`src/rtl/tone_bpf_pkg.sv`:
```
package tone_bpf_pkg;

    typedef enum logic {
        ROLE_ANSWER    = 1'b0,
        ROLE_ORIGINATE = 1'b1
    } role_e;

    localparam int NUM_SECT  = 3;
    localparam int SCALE_SH  = 3;
    localparam int FB_LAG2   = -4;
    localparam int HEADROOM  = 6;

    // feed-forward gain on the two-step difference, per cascade position
    function automatic int sect_gain(input int idx);
        case (idx)
            0:       return 8;
            1:       return 3;
            default: return 2;
        endcase
    endfunction

    // weight on the previous output; the only term that retunes the passband
    function automatic int lag1_weight(input role_e role);
        return (role == ROLE_ORIGINATE) ? -1 : 7;
    endfunction

endpackage

```
`src/rtl/sample_centre.sv`:
```
module sample_centre
    import tone_bpf_pkg::*;
#(
    parameter int IN_W  = 8,
    parameter int OUT_W = 18
) (
    input  logic [IN_W-1:0]         raw,
    output logic signed [OUT_W-1:0] centred
);
    // flipping the top bit turns an offset-binary code into two's complement
    logic signed [IN_W-1:0] flipped;

    always_comb begin
        flipped = signed'({~raw[IN_W-1], raw[IN_W-2:0]});
        centred = OUT_W'(flipped);
    end
endmodule

```
`src/rtl/bp_section.sv`:
```
module bp_section
    import tone_bpf_pkg::*;
#(
    parameter int W    = 18,
    parameter int GAIN = 8
) (
    input  logic                clk,
    input  logic                rst,
    input  logic                stb,
    input  role_e               role,
    input  logic signed [W-1:0] din,
    output logic signed [W-1:0] y_now,
    output logic signed [W-1:0] y_q
);
    localparam int AW = W + HEADROOM;
    localparam logic signed [AW-1:0] K_FF   = AW'(GAIN);
    localparam logic signed [AW-1:0] K_LAG2 = AW'(FB_LAG2);

    typedef struct packed {
        logic signed [W-1:0] d1;
        logic signed [W-1:0] d2;
    } hist_t;

    hist_t in_h;
    hist_t out_h;

    logic signed [AW-1:0] k_lag1;
    logic signed [AW-1:0] diff;
    logic signed [AW-1:0] acc;
    logic signed [AW-1:0] scaled;

    always_comb begin
        k_lag1 = AW'(lag1_weight(role));
        diff   = AW'(din) - AW'(in_h.d2);
        acc    = K_FF * diff + k_lag1 * AW'(out_h.d1) + K_LAG2 * AW'(out_h.d2);
        scaled = acc >>> SCALE_SH;
        y_now  = scaled[W-1:0];
    end

    always_ff @(posedge clk) begin
        if (rst) begin
            in_h  <= '0;
            out_h <= '0;
        end else if (stb) begin
            in_h.d2  <= in_h.d1;
            in_h.d1  <= din;
            out_h.d2 <= out_h.d1;
            out_h.d1 <= y_now;
        end
    end

    assign y_q = out_h.d1;
endmodule

```
`src/rtl/sign_slicer.sv`:
```
module sign_slicer #(
    parameter int W = 18
) (
    input  logic                clk,
    input  logic                rst,
    input  logic                stb,
    input  logic signed [W-1:0] value,
    output logic                bit_q
);
    always_ff @(posedge clk) begin
        if (rst) begin
            bit_q <= 1'b1;
        end else if (stb) begin
            bit_q <= (value >= 0);
        end
    end
endmodule

```
`src/rtl/tone_prefilter.sv`:
```
module tone_prefilter
    import tone_bpf_pkg::*;
#(
    parameter int IN_W  = 8,
    parameter int ACC_W = 18
) (
    input  logic                    clk,
    input  logic                    rst,
    input  logic                    smp_stb,
    input  logic [IN_W-1:0]         smp_raw,
    input  logic                    role_orig,
    output logic                    bit_out,
    output logic signed [ACC_W-1:0] filt_out
);
    role_e role;
    logic signed [ACC_W-1:0] chain [NUM_SECT+1];
    logic signed [ACC_W-1:0] held  [NUM_SECT];

    assign role = role_e'(role_orig);

    sample_centre #(
        .IN_W (IN_W),
        .OUT_W(ACC_W)
    ) u_centre (
        .raw    (smp_raw),
        .centred(chain[0])
    );

    for (genvar s = 0; s < NUM_SECT; s++) begin : g_sect
        bp_section #(
            .W   (ACC_W),
            .GAIN(sect_gain(s))
        ) u_sect (
            .clk  (clk),
            .rst  (rst),
            .stb  (smp_stb),
            .role (role),
            .din  (chain[s]),
            .y_now(chain[s+1]),
            .y_q  (held[s])
        );
    end

    sign_slicer #(
        .W(ACC_W)
    ) u_slice (
        .clk  (clk),
        .rst  (rst),
        .stb  (smp_stb),
        .value(chain[NUM_SECT]),
        .bit_q(bit_out)
    );

    assign filt_out = held[NUM_SECT-1];
endmodule

```
`config.mk`:
```
export PLATFORM = sky130hd
export DESIGN_NAME = tone_prefilter
export DESIGN_NICKNAME = d
export VERILOG_FILES = /design/src/rtl/tone_bpf_pkg.sv /design/src/rtl/sample_centre.sv /design/src/rtl/bp_section.sv /design/src/rtl/sign_slicer.sv /design/src/rtl/tone_prefilter.sv
export SDC_FILE = /design/constraint.sdc
export NUM_CORES = 1
export LEC_CHECK = 0
export BUFFER_PORTS_ARGS = -buffer_cell sky130_fd_sc_hd__buf_2
export CAP_MARGIN = 25
export CORE_ASPECT_RATIO = 1.25
export CORE_MARGIN = 2
export CORE_UTILIZATION = 60
export CTS_CLUSTER_SIZE = 30
export DETAILED_ROUTE_END_ITERATION = 10
export PLACE_DENSITY_LB_ADDON = 0.3
export SYNTH_ARGS = -nofsm -noshare
export SYNTH_HDL_FRONTEND = slang
export SYNTH_SLANG_ARGS = --single-unit
```
`constraint.sdc`:
```
create_clock -name clk -period 23.4 [get_ports clk]
set_input_delay 2.34 -clock clk [delete_from_list [all_inputs] [get_ports clk]]
set_output_delay 2.34 -clock clk [all_outputs]
set_load 0.01 [all_outputs]
```
# Yosys cells after proc, flatten, opt, wreduce, memory -nomap -nowiden
# Cells that the tools add are included.
# Widths: inputs -> output; s select.
[op_classes] multipliers=4 n_lt_le_gt_ge=1 mux=1 addsub=12 bitwise=1
[op_table] cell="$add 21x21->21" count=6
[op_table] cell="$mul 24x18->21" count=3
[op_table] cell="$neg 18->19" count=3
[op_table] cell="$sub 18x18->19" count=2
[op_table] cell="$mul 3x24->21 const A" count=1
[op_table] cell="$mux 24" count=1
[op_table] cell="$ge 18x1->1 const B" count=1
[op_table] cell="$sub 8x8->9" count=1
[op_table] cell="$not 1->1" count=1
[word_totals] in_bits=12 reg_bits=125 output_inout_bits=19

# Logic depth before layout (Yosys ltp)
# Gate-level depths: netlist of run 1.
[logic_depth] word_depth=12 mapped_depth=83

# Modules after synthesis
# From an unflattened synthesis of run 1, not the netlist that was laid out.
[hier_totals] hier_cells=2901 area_unflattened_um2=27337.5
[modules_own_cells] module="bp_section (g_sect[1].u_sect)" cells_each=1030 seq_area_each_um2=1441.4 area_per_inst_um2=9665.5 n_inst=1
[modules_own_cells] module="bp_section (g_sect[2].u_sect)" cells_each=936 seq_area_each_um2=1441.4 area_per_inst_um2=8857.2 n_inst=1
[modules_own_cells] module="bp_section (g_sect[0].u_sect)" cells_each=913 seq_area_each_um2=1441.4 area_per_inst_um2=8645.8 n_inst=1
[modules_own_cells] module="sample_centre" cells_each=18 seq_area_each_um2=0.0 area_per_inst_um2=131.4 n_inst=1
[modules_own_cells] module="sign_slicer" cells_each=4 seq_area_each_um2=20.0 area_per_inst_um2=37.5 n_inst=1

# Worst setup path after synthesis of run 1
# OpenSTA, ideal clock, no wires.
[synth_timing] path_type="input port to flip-flop" start="input port role_orig" end="register u_slice.bit_q" path_buffers=3 path_stages=70 setup_slack_ns=3.532 setup_time_ns=0.123 arrival_ns=19.745 path_cell_list="clkbuf_1 clkbuf_1 clkbuf_1 nand2_1 inv_1 fa_1 inv_1 fa_1 inv_1 fa_1 fa_1 inv_1 fa_1 inv_1 fa_1 fa_1 ha_1 or3_1 (+34 left out) xnor2_1 fa_1 inv_1 fa_1 fa_1 fa_1 inv_1 fa_1 inv_1 fa_1 inv_1 ha_1 a21o_1 a31oi_1 o21ai_0 xnor3_1 a21oi_1 or2_2"
[synth_lines] item="start, declared" line="tone_prefilter.sv:11" source="input logic role_orig,"
[synth_lines] item="end signal, assigned" line="sign_slicer.sv:14" source="bit_q <= (value >= 0);"
[synth_lines] item="end, declared" line="sign_slicer.sv:8" source="output logic bit_q"

==> reports/results.ini, run 1 <==
[status]
status = complete, no violations

[clock_tree]
root_buffer = clkbuf_16
cts.sinks = 125
h-tree-depth = 4
ctsResizeCount = 0
hold_buffers = 0
numCtsBuffers = 17
post_cts_buffers = 0
clk_path_buf_depth = 2
clk_latency_ns = 0.45
cts_tree = done
cts.clk_slew.worst_paths_ns = 0.06

[floorplanning]
core_region_area_um2 = 38000
start_util_pct = 60.8
die_y_um = 223
num_rows = 80
die_w_um = 180
die-area_um2 = 40100
io_pins = 31

[timing]
clock.fmax_ghz = 0.0478
final-setup-viol-count = 0
period_share_pct = 89.4
relSlewSlack_pct = 30.4
worst_slew_pin_slew_ns = 1.03
finalHoldViolCount = 0
setup_ws_ns = 2.48
setup_tns_ns = 0
rsz0062_at_grt = false
layout_min_cycle_time_ns = 20.92
drv_slew = 0
fin_worst_skew_ns = 0.0105

[critical_path]
crit_path_max_incr_delay_ns = 0.58
path_class = in -> reg
path_common_cell = fa_1
critical_path.endpoint_type = register
start_kind = input pin
r2r_slack_ns = 4.19
arrival_ns = 21.25
crit_fanout = 8
slowest_stage = fa_1
worstPathRequired_ns = 23.73

[drt]
drtPass1Iterations = 5
vias_per_cell = 5.27
wl_per_cell_um = 16.0
drtIter0Drc = 682
drc = 0
vias = 15600
ant_nets = 0
finalWirelength_um = 47300

[final_layout]
nFillCells = 3112
num-nets-final = 3175
layout_common_cells = 683 x inv_1, 399 x fa_1, 310 x ha_1
layout-drive-gt1-share_pct = 3.12
fin_area_um2 = 24200
num_antenna_cells = 0
layout_commonest_cell = inv_1
area_growth_pct = 4.86

[grt]
overflow = 0
grt_pass1_wl_um = 81800
grt_usage_pct = 25.3
grt_pass1_vias = 17400
antenna_found_initial = 0
grt_max_degree = 69

[synthesis]
ys_seq_area_share_pct = 10.8
synth_warnings = 0
syn_area_per_cell_um2 = 9.41
synthArstFlopShare_pct = 0
synth_edf_count = 0
synth_area_um2 = 23100
ys_ff_latch = 125
yosysUniqueCellTypes = 60
netlist_instances = 2456
synth_flop_cell = dfxtp_1
synthesis.nets = 3177

[place]
post-place-ws_ns = 2.09
io_buffers = 30
dpl.hpwl_um = 40000
placed_area_um2 = 23600
gp_congestion = 0.869

[min_path]
hold_class = reg -> reg

[job]
drv_cap = 0

critical path: cells and delay by family:
family / cells / cell delay, ns
adders and majority gates: 26 / 11.26
and+or+nand+nor: 7 / 1.36
AOI/OAI and AO/OA: 22 / 4.24
xor gates and xnor gates: 5 / 0.97
buffers and inverters: 15 / 1.10
synth_stat cells (all sizes together) (7+ instances only):
master	count	area, µm²
a211oi	8	60.1
a21o	22	165
a21oi	71	355
a22o	7	61.3
and2	35	219
buf	28	173
clkbuf	26	97.6
dfxtp	125	2500
fa	399	7990
ha	310	3880
inv	683	2560
mux2i	114	1140
nand2	59	221
nand2b	11	68.8
nand3	14	75.1
nor2	180	676
nor2b	11	68.8
nor3	23	143
nor4	11	83.8
o21a	16	120
o21ai	42	210
o21bai	16	120
or3	7	43.8
xnor2	152	1340
xor2	35	307
worst paths after layout:
path | to | cells past startpoint | startpoint
max | u_slice.bit_q$_SDFFE_PP1P_ | 75 | smp_raw[0]
min | g_sect[0].u_sect.in_h[25]$_SDFFE_PP0P_ | 2 | g_sect[0].u_sect.in_h[25]$_SDFFE_PP0P_
max reg2reg | u_slice.bit_q$_SDFFE_PP1P_ | 73 | g_sect[0].u_sect.in_h[0]$_SDFFE_PP0P_
min reg2reg | g_sect[0].u_sect.in_h[25]$_SDFFE_PP0P_ | 2 | g_sect[0].u_sect.in_h[25]$_SDFFE_PP0P_
routing by layer:
| metal | up-vias | GRT usage [%] | share of wire, % |
|---|---|---|---|
| met3 | 99 | 3.71 | 3.2 |
| met4 | 0 | 10.2 | 4.0 |
| met1 | 7809 | 27.7 | 38 |
| met2 | 221 | 48.6 | 55 |
| met5 | - | 0 | 0 |
| li1 | 7469 | - | - |
kinds of logic after synthesis:
kind of cell	after synthesis	synth area share (%)
flops	125	10.8
compound gates	211	5.78
buf+inv	737	12.3
fa+ha+maj	709	51.4
xor+xnor	188	7.22
simple gates	372	7.62
mux	114	4.94
sequential cells by signal, indices dropped and copies added, names as in the netlist:
register	flops
g_sect.u_sect.y_q	36
g_sect.u_sect.out_h	36
u_slice.bit_q	1
g_sect.u_sect.in_h	52
through the flow:
stage          util, %  std cells  hold WS [ns]
2_1_floorplan        -       2456         0.456
4_1_cts           63.7       2958         0.491
3_3_place_gp      62.1       2927         0.466
5_1_grt           63.7       2958         0.505
6_report          63.7       2958         0.487
3_5_place_dp      62.1       2927         0.482
layout make-up:
| cell class | instances | area [µm²] | area share, % |
|---|---|---|---|
| Clock buffer | 18 | 429 | 1.77 |
| Clock inverter | 13 | 166 | 0.687 |
| Timing Repair Buffer | 33 | 181 | 0.749 |
| Inverter | 683 | 2560 | 10.6 |
| Sequential cell | 125 | 2500 | 10.3 |
| Multi-Input combinational cell | 1594 | 17800 | 73.3 |
| Tap cell | 492 | 616 | 2.54 |
Power of run 1 is not shown: default switching activity piles up to over one toggle a cycle in this logic, so the estimate is an artifact.
==> run 2: changes to the inputs <==
==> constraint.sdc (replaced) <==
create_clock -name clk -period 23.4 [get_ports clk]
set_input_delay 4.68 -clock clk [delete_from_list [all_inputs] [get_ports clk]]
set_output_delay 4.68 -clock clk [all_outputs]
set_load 0.01 [all_outputs]
==> reports/results.ini, run 2 (same netlist as run 1, synthesis figures left out) <==
[place]
io_buffers = 30
post-place-ws_ns = 0.106
gp_congestion = 0.909
dpl.hpwl_um = 40200

[status]
status = complete, no violations

[critical_path]
crit_fanout = 7
critPathBufInv = 16
slowest_stage = fa_1
path_delay_family = adder cells
r2r_slack_ns = 4.89
arrival_ns = 22.83
path_class = in -> reg
cp-startpoint = smp_raw[0]
path_common_cell = fa_1
worstPathRequired_ns = 23.73
r2r-start = g_sect[0].u_sect.in_h[1]$_SDFFE_PP0P_
start_kind = input pin
critical_path.endpoint_type = register
crit_path_max_incr_delay_ns = 0.58

[grt]
grt_pass1_vias = 17600
overflow = 0
antenna_found_initial = 0
grt_usage_pct = 25.6
grt_pass1_wl_um = 82700
grt_max_degree = 79

[timing]
setup_ws_ns = 0.894
period_share_pct = 96.2
clock.fmax_ghz = 0.0444
drv_slew = 0
fin_worst_skew_ns = 0.00786
setup_tns_ns = 0
layout_min_cycle_time_ns = 22.51
worst_slew_pin_slew_ns = 1.01
relSlewSlack_pct = 31.8
finalHoldViolCount = 0
final-setup-viol-count = 0

[floorplanning]
die_w_um = 180
die-area_um2 = 40100
io_pins = 31
num_rows = 80
start_util_pct = 60.8
die_y_um = 223
core_region_area_um2 = 38000

[final_layout]
layout_commonest_cell = inv_1
largest_register_ffs = 52
layout_common_cells = 683 x inv_1, 398 x fa_1, 310 x ha_1
regMostFlops = g_sect.u_sect.in_h
area_growth_pct = 5.13
nFillCells = 3128
layout-drive-gt1-share_pct = 3.56
regArea_um2 = 2500
multi_input_area_um2 = 17800
num-nets-final = 3181
num_antenna_cells = 0

[clock_tree]
root_buffer = clkbuf_16
cts_tree = done
hold_buffers = 0
numCtsBuffers = 17
clk_path_buf_depth = 2
clk_latency_ns = 0.44
cts.sinks = 125
h-tree-depth = 4
cts.clk_slew.worst_paths_ns = 0.06

[drt]
drtIter0Drc = 550
finalWirelength_um = 47400
ant_nets = 0
drtPass1Iterations = 7
drc = 0
wl_per_cell_um = 16.0
vias_per_cell = 5.30
vias = 15700

[min_path]
hp-start = g_sect[0].u_sect.in_h[21]$_SDFFE_PP0P_
hold_class = reg -> reg

[job]
drv_cap = 0

## run 2: worst register-to-register path, delay by kind of cell, from the launching register on
kind                     cells  cell delay, ns
adder cells (fa/ha/maj)     25           10.94
AND/OR/NAND/NOR              8            1.44
flip-flops                   1            0.38
XOR/XNOR                     6            1.10
AO/OA/AOI/OAI               22            3.86
buffers and inverters       13            0.67
## run 2: area by class of cell
class	count	area share, %
multi-input cells	1594	73.2
inverters	683	10.6
flip-flops and latches	125	10.3
well taps	492	2.53
clock buffers	19	1.86
repair buffers	39	0.943
clock inverters	13	0.577
## run 2: metrics by stage
stage | util (%) | area [µm²] | instances | hold slack [ns]
after floorplan | - | 23100 | 2456 | 0.456
after global placement | 62.2 | 23700 | 2932 | 0.471
after detailed placement | 62.2 | 23700 | 2932 | 0.484
after CTS | 63.8 | 24300 | 2964 | 0.499
after global routing | 63.9 | 24300 | 2965 | 0.520
final | 63.9 | 24300 | 2965 | 0.495
## run 2: routing by layer
| layer | up-vias | routed length, µm | GRT usage, % |
|---|---|---|---|
| li1 | 7484 | - | - |
| met2 | 211 | 26600 | 49.6 |
| met4 | 0 | 1610 | 8.50 |
| met1 | 7914 | 18100 | 28.6 |
| met5 | - | 0 | 0 |
| met3 | 106 | 1070 | 3.31 |
## run 2: path summary, 6_finish.rpt
check | endpoint | depth (start not counted)
setup / recovery | u_slice.bit_q$_SDFFE_PP1P_ | 76
hold / removal | g_sect[0].u_sect.in_h[21]$_SDFFE_PP0P_ | 2
setup reg to reg | u_slice.bit_q$_SDFFE_PP1P_ | 74
hold reg to reg | g_sect[0].u_sect.in_h[21]$_SDFFE_PP0P_ | 2
## run 2: timing repair
action	in CTS	in global routing
buffers inserted	0	1
hold endpoints to repair	0	0
setup endpoints to repair	0	4
resized for setup	0	4
Power of run 2 is left out for the same reason.
